$ cat config.mk
export PLATFORM = sky130hd
export DESIGN_NAME = btn_debounce
export DESIGN_NICKNAME = d
export VERILOG_FILES = /design/src/rtl/btn_debounce_pkg.sv /design/src/rtl/deb_sync.sv /design/src/rtl/deb_timer.sv /design/src/rtl/deb_fsm.sv /design/src/rtl/btn_debounce.sv
export SDC_FILE = /design/constraint.sdc
export NUM_CORES = 1
export LEC_CHECK = 0
export ABC_AREA = 1
export BUFFER_PORTS_ARGS = -buffer_cell sky130_fd_sc_hd__clkbuf_2
export CAP_MARGIN = 20
export CORE_ASPECT_RATIO = 1.2
export CORE_MARGIN = 1.5
export CORE_UTILIZATION = 30
export DETAILED_ROUTE_END_ITERATION = 10
export PLACE_DENSITY = 0.44
export SLEW_MARGIN = 20
export SYNTH_ARGS = -nofsm -noshare
export SYNTH_HDL_FRONTEND = slang
export SYNTH_SLANG_ARGS = --single-unit
$ cat constraint.sdc
create_clock -name clk_i -period 3.1 [get_ports clk_i]
set_input_delay 0.775 -clock clk_i [delete_from_list [all_inputs] [get_ports clk_i]]
set_output_delay 0.775 -clock clk_i [all_outputs]
set_load 0.01 [all_outputs]
$ cat src/rtl/btn_debounce_pkg.sv
package btn_debounce_pkg;

    typedef enum logic [1:0] {
        ST_IDLE   = 2'd0,
        ST_TIMING = 2'd1,
        ST_HELD   = 2'd2
    } deb_state_e;

endpackage

$ cat src/rtl/deb_sync.sv
module deb_sync #(
    parameter int STAGES = 2
) (
    input  logic clk_i,
    input  logic rst_i,
    input  logic async_i,
    output logic sync_o
);

    logic [STAGES-1:0] chain_q;

    generate
        if (STAGES == 1) begin : g_single
            always_ff @(posedge clk_i) begin
                if (rst_i) chain_q <= '0;
                else       chain_q <= async_i;
            end
        end else begin : g_multi
            always_ff @(posedge clk_i) begin
                if (rst_i) chain_q <= '0;
                else       chain_q <= {chain_q[STAGES-2:0], async_i};
            end
        end
    endgenerate

    assign sync_o = chain_q[STAGES-1];

endmodule

$ cat src/rtl/deb_timer.sv
module deb_timer #(
    parameter int HOLD_CYCLES = 16
) (
    input  logic clk_i,
    input  logic rst_i,
    input  logic en_i,
    output logic done_o
);

    localparam int CW = $clog2(HOLD_CYCLES + 1);
    localparam logic [CW-1:0] LIMIT = CW'(HOLD_CYCLES);

    logic [CW-1:0] cnt_q;
    logic          done_q;

    always_ff @(posedge clk_i) begin
        if (rst_i || !en_i) begin
            cnt_q  <= '0;
            done_q <= 1'b0;
        end else if (cnt_q < LIMIT) begin
            cnt_q  <= cnt_q + 1'b1;
        end else begin
            done_q <= 1'b1;
        end
    end

    assign done_o = done_q;

    // a disabled timer holds a cleared count and flag
    a_r7_clear_when_off: assert property (@(posedge clk_i) disable iff (rst_i)
        !en_i |=> (cnt_q == '0 && !done_q));

    // the count never passes the limit
    a_r7_no_overrun: assert property (@(posedge clk_i) disable iff (rst_i)
        cnt_q <= LIMIT);

    // the flag is only ever seen with a full count
    a_r7_done_at_limit: assert property (@(posedge clk_i) disable iff (rst_i)
        done_q |-> cnt_q == LIMIT);

endmodule

$ cat src/rtl/deb_fsm.sv
module deb_fsm
    import btn_debounce_pkg::*;
(
    input  logic clk_i,
    input  logic rst_i,
    input  logic btn_sync_i,
    input  logic done_i,
    output logic level_o,
    output logic timer_en_o
);

    deb_state_e state_q, state_d;
    logic       level_q, en_q;
    logic       expired;

    // Only trust the flag once the enable has reached the timer; this
    // blocks a stale flag left over from the previous window.
    assign expired = done_i & en_q;

    always_comb begin
        state_d = state_q;
        unique case (state_q)
            ST_IDLE: begin
                if (btn_sync_i) state_d = ST_TIMING;
            end
            ST_TIMING: begin
                if (expired) state_d = btn_sync_i ? ST_HELD : ST_IDLE;
            end
            ST_HELD: begin
                if (!btn_sync_i) state_d = ST_IDLE;
            end
            default: state_d = ST_IDLE;
        endcase
    end

    // State register
    always_ff @(posedge clk_i) begin
        if (rst_i) state_q <= ST_IDLE;
        else       state_q <= state_d;
    end

    // Registered outputs, one clock behind the state
    always_ff @(posedge clk_i) begin
        if (rst_i) begin
            level_q <= 1'b0;
            en_q    <= 1'b0;
        end else begin
            level_q <= (state_q != ST_IDLE);
            en_q    <= (state_q == ST_TIMING);
        end
    end

    assign level_o    = level_q;
    assign timer_en_o = en_q;

    // rest is kept while the synchronized pin is low
    a_r2_idle_waits: assert property (@(posedge clk_i) disable iff (rst_i)
        (state_q == ST_IDLE && !btn_sync_i) |=> state_q == ST_IDLE);

    // the level is high one cycle after any active state
    a_r3_level_follows: assert property (@(posedge clk_i) disable iff (rst_i)
        (state_q != ST_IDLE) |=> level_q);

    // the timer is never enabled out of the hold state
    a_r5_held_timer_off: assert property (@(posedge clk_i) disable iff (rst_i)
        (state_q == ST_HELD) |=> !en_q);

    // a freshly entered window cannot end before its enable lands
    a_r8_no_early_exit: assert property (@(posedge clk_i) disable iff (rst_i)
        (state_q == ST_TIMING && !en_q) |=> state_q == ST_TIMING);

endmodule

$ cat src/rtl/btn_debounce.sv
module btn_debounce #(
    parameter int HOLD_CYCLES = 250000,
    parameter int SYNC_STAGES = 2
) (
    input  logic clk_i,
    input  logic rst_i,
    input  logic button_i,
    output logic level_o,
    output logic timer_en_o
);

    logic btn_sync;
    logic tmr_done;
    logic tmr_en;

    deb_sync #(.STAGES(SYNC_STAGES)) u_sync (
        .clk_i  (clk_i),
        .rst_i  (rst_i),
        .async_i(button_i),
        .sync_o (btn_sync)
    );

    deb_fsm u_fsm (
        .clk_i     (clk_i),
        .rst_i     (rst_i),
        .btn_sync_i(btn_sync),
        .done_i    (tmr_done),
        .level_o   (level_o),
        .timer_en_o(tmr_en)
    );

    deb_timer #(.HOLD_CYCLES(HOLD_CYCLES)) u_timer (
        .clk_i (clk_i),
        .rst_i (rst_i),
        .en_i  (tmr_en),
        .done_o(tmr_done)
    );

    assign timer_en_o = tmr_en;

    // the outputs are cleared on the edge after a reset
    a_r1_reset_clears: assert property (@(posedge clk_i)
        rst_i |=> (!level_o && !timer_en_o));

endmodule

After elaboration in Yosys (flattened, before gate mapping)
Cells that the tools add are included.
W data, S select, Z words.
Operators by class
  muxes and demuxes: 5
  add/sub/neg operators: 1
  eq/ne operators: 5
  bitwise logic cells: 1
  order comparisons: 1
  reductions and logical operators: 5
Operators with widths (count)
  $add A18 B1 Y18 const B: 1
  $lt A18 B18 Y1 const B: 1
  $mux W2: 4
  $pmux W2 S3: 1
  $ne A2 B2 Y1 const B: 2
  $reduce_and A3 Y1: 1
  $eq A2 B1 Y1 const B: 1
  $eq A2 B2 Y1 const B: 1
  $logic_not A2 Y1: 1
  $ne A2 B1 Y1 const B: 1
  $reduce_bool A2 Y1: 1
  $and A1 B1 Y1: 1
  $logic_not A1 Y1: 1
  $logic_or A1 B1 Y1: 1
Storage, ports and cells
  output and inout bits: 2
  logic and storage cells: 24
  register bits after elaboration: 25

Depth between registers and ports, before layout
  depth after elaboration: 3
  depth in mapped cells: 9
  mapped depth without buffers: 9

Cells and area by module
A second synthesis with hierarchy kept.
Second synthesis, totals
  cell total of the unflattened synthesis: 230
  area total of the unflattened synthesis: 1446.4 µm²
By module, submodules not included
  deb_timer: times used 1, cells each 205, sequential area each 380.4 µm², area an instance 1246.2 µm²
  deb_fsm: times used 1, cells each 19, sequential area each 80.1 µm², area an instance 145.1 µm²
  deb_sync: times used 1, cells each 6, sequential area each 40.0 µm², area an instance 55.1 µm²

Least setup slack after synthesis
No wires, ideal clock.
  kind: input to register
  from: in rst_i
  to: reg u_timer.cnt_q[14]
  setup time: 134 ps
  path slack: 1672 ps
  required time: 2966 ps
  buffers on the path: 1
  arrival: 1295 ps
  stages on the path: 4
  path through: inv_1 -> nand2_1 -> clkbuf_1 -> nor2_1
On the way
  cells in the longest elaborated chain, start to end: 1
RTL lines
  start: declaration: RTL line btn_debounce.sv:6  | input logic rst_i,
  $logic_or A1 B1 Y1: RTL line deb_timer.sv:17  | if (rst_i || !en_i) begin
  end signal: assignment: RTL line deb_timer.sv:21  | cnt_q <= cnt_q + 1'b1;
  end: declaration: RTL line deb_timer.sv:13  | logic [CW-1:0] cnt_q;
Every way passes these cells.
A chain may end at the register's enable or synchronous reset.

Worst setup path after layout
  from: in rst_i
  to: reg u_timer.cnt_q[12]
The elaborated chain is that of the path after synthesis.

==> flow_metrics.tcl <==
set metrics [dict create \
    end_kind "register" \
    routed_wl_um 3190 \
    cpMostUsedCell "nand2_1" \
    antenna_found_initial 0 \
    cts_buffer_depth 2 \
    slowest_stage "clkinv_1" \
    ff2ff_setup_slack_ps 1490 \
    dr.pass1.iters 4 \
    yosys_most_used_dff "dfxtp_1" \
    peakVddDrop_mv 0.202 \
    cp_data_arrival_time_ps 1960 \
    syn_to_final_growth_pct 7.26 \
    syn-num-nets 224 \
    sequentialPowerShare_pct 60.1 \
    worst_pin_slew_ps 463 \
    finalClockSkew_ps 5.17 \
    cts-root-buf "clkbuf_8" \
    first_global_vias 1279 \
    drcViolationCount 0 \
    netSwitchingFraction_pct 22.7 \
    clock_latency_ps 270 \
    rows 27 \
    cts_buffers 3 \
    p_switching_uw 123 \
    cap_violations 0 \
    relSlewSlack_pct 68.9 \
    multi_input_area_um2 762 \
    power.total_uw 543 \
    grt.overflow.total 0 \
    drt_iter0_markers 49 \
    status "finished clean" \
    crit_required_ps 3270 \
    p_per_area_nw_per_um2 354 \
    crit_chain "clkbuf_2 -> inv_1 -> nand2_1 -> clkinv_1 -> nand2_1 -> nor2_1" \
    worst-r2r-cell-count 8 \
    die_h_um 78.7 \
    setup_viol 0 \
    hold_depth 2 \
    ff_latch_area_um2 500 \
    clkPwrFrac_pct 37.9 \
    fin_util_pct 33.4 \
    seq_area_frac_synth_pct 35.0 \
    syn_inst 220 \
    grt_pass1_wl_um 5690 \
    core_um2 4590 \
    port_buffers 4 \
    postSynth.asyncResetShare_pct 0 \
    antenna_cells 0 \
    start_util_pct 31.2 \
    ys_types 26 \
    cpPeakStageDelay_ps 410 \
    vias 1256 \
    gp_congestion 0.795 \
    hp-class "reg -> reg" \
    syn-cell-area_um2 1430 \
    max_freq_mhz 560 \
    final_hold_viol_count 0 \
    crit_type "in -> reg" \
    cts_setup_buffers 0 \
    cp_max_fo 11 \
    cts_tree "built" \
    htree_levels 1 \
    dp_slack_ps 991 \
    dpl.hpwl_um 2350 \
    finalWorstSetupSlack_ps 1310 \
    path_clk_slew_ps 90 \
    chipWidth_um 66.1 \
    wl_per_cell_um 11.3 \
    worst-path-stages 6 \
    nFillCells 543 \
    crit_family "buffers and inverters" \
    crit_buf_inv 3 \
    comb_power_share_pct 2.0 \
    vias_per_cell 4.45 \
    io_pins 5 \
    drive_above_1_share_pct 10.3 \
    internal_power_uw 420 \
    clock_sinks 25 \
    nets 229 \
    cts_resized 0 \
    grt_max_degree 20 \
    min_period_ps 1790 \
    grt_usage_pct 14.0 \
    synth.ff_latch_count 25 \
    rsz0062_at_grt "no" \
    startpoint_type "input pin" \
    dieArea_um2 5200 \
    synth_edf_count 0 \
    yosysWarnings 0 \
    slew_viol_final 0 \
    cellLeakagePower_uw 0.000620 \
    setup_tns_ps 0 \
    ant_nets 0 \
    finalCritPeriodShare_pct 57.6 \
    postCtsHoldBufs 0 \
    avgSynthCellArea_um2 6.51 \
]
stage by stage:
stage	cell area [um^2]	hold slack, ps	instances
after floorplan	1430	388	220
after global placement	1490	407	278
after detailed placement	1490	398	278
after CTS	1540	412	282
after global routing	1540	430	282
final	1540	410	282
power groups by stage:
| stage | clock, uW | sequential (uW) | combinational, uW |
|---|---|---|---|
| 3_3_place_gp | 0 | 334 | 11.4 |
| 6_report | 206 | 326 | 11.1 |
| 3_5_place_dp | 0 | 333 | 11.4 |
| 4_1_cts | 210 | 326 | 11.4 |
| 5_1_grt | 226 | 327 | 13.1 |
| 2_1_floorplan | 0 | 334 | 6.59 |
kinds of logic (layout without fill, tap and decap cells):
kind of cell | Yosys count | count (layout) | share of synthesized area (%)
compound gates | 14 | 14 | 6.56
fa+ha+maj | 1 | 1 | 0.874
xor+xnor | 2 | 2 | 1.22
simple gates | 139 | 139 | 44.6
flops | 25 | 25 | 35.0
buf+inv | 39 | 43 | 11.8
path summary, 6_finish.rpt:
kind | startpoint | to
setup / recovery | rst_i | u_timer.cnt_q[12]$_SDFFE_PP0N_
hold / removal | u_sync.chain_q[0]$_SDFF_PP0_ | u_sync.chain_q[1]$_SDFF_PP0_
setup reg to reg | u_timer.cnt_q[0]$_SDFFE_PP0N_ | u_timer.cnt_q[16]$_SDFFE_PP0N_
hold reg to reg | u_sync.chain_q[0]$_SDFF_PP0_ | u_sync.chain_q[1]$_SDFF_PP0_
placed cells by master (no fill, tap or decap), types with 3 or more instances in the layout:
cell type  netlist  final
clkbuf_2         0      4
nor2_1          36     36
clkbuf_8         0      3
nor3_1           4      4
inv_1           31     31
nand2_4          3      3
nand4_1          4      4
nand3b_1         3      3
a21oi_2          5      5
a21oi_1          4      4
nand2_1         57     57
dfxtp_1         25     25
inv_2            3      3
nand3_1         26     26
cell usage after synthesis, types with 3 or more instances:
cell type / n / area, um^2
nand2_1: 57 / 214
nor2_1: 36 / 135
inv_1: 31 / 116
nand3_1: 26 / 130
dfxtp_1: 25 / 500
a21oi_2: 5 / 43.8
a21oi_1: 4 / 20.0
nand4_1: 4 / 25.0
nor3_1: 4 / 20.0
buf_6: 3 / 33.8
inv_2: 3 / 11.3
nand2_4: 3 / 33.8
nand3b_1: 3 / 22.5
sequential cells by signal, indices dropped and copies added, names as in the netlist:
name              cells
u_fsm.level_o         1
u_timer.cnt_q        18
u_timer.done_o        1
u_fsm.state_q         2
u_fsm.timer_en_o      1
u_sync.chain_q        2
per-layer routing:
layer  track usage (%)  vias to the layer above  part of all wire [%]  routed length (um)
met3              2.29                        6                   1.7                  54
met5                 0                        -                     0                   0
li1                  -                      699                     -                   -
met2              23.1                       10                    47                1490
met1              17.6                      541                    48                1540
met4              6.33                        0                   3.3                 104
worst min-delay path, stage by stage, from the launching register on:
cell	delay, ps
dfxtp_1	310
inv_1	40
nor2_1	30
layout make-up:
class	instances	area share, %
Clock buffer	3	2.69
Clock inverter	1	0.489
Inverter	35	8.56
Multi-Input combinational cell	156	49.6
Sequential cell	25	32.6
Tap cell	58	4.73
Timing Repair Buffer	4	1.30
No activity file was read; power rests on OpenSTA's default activity.
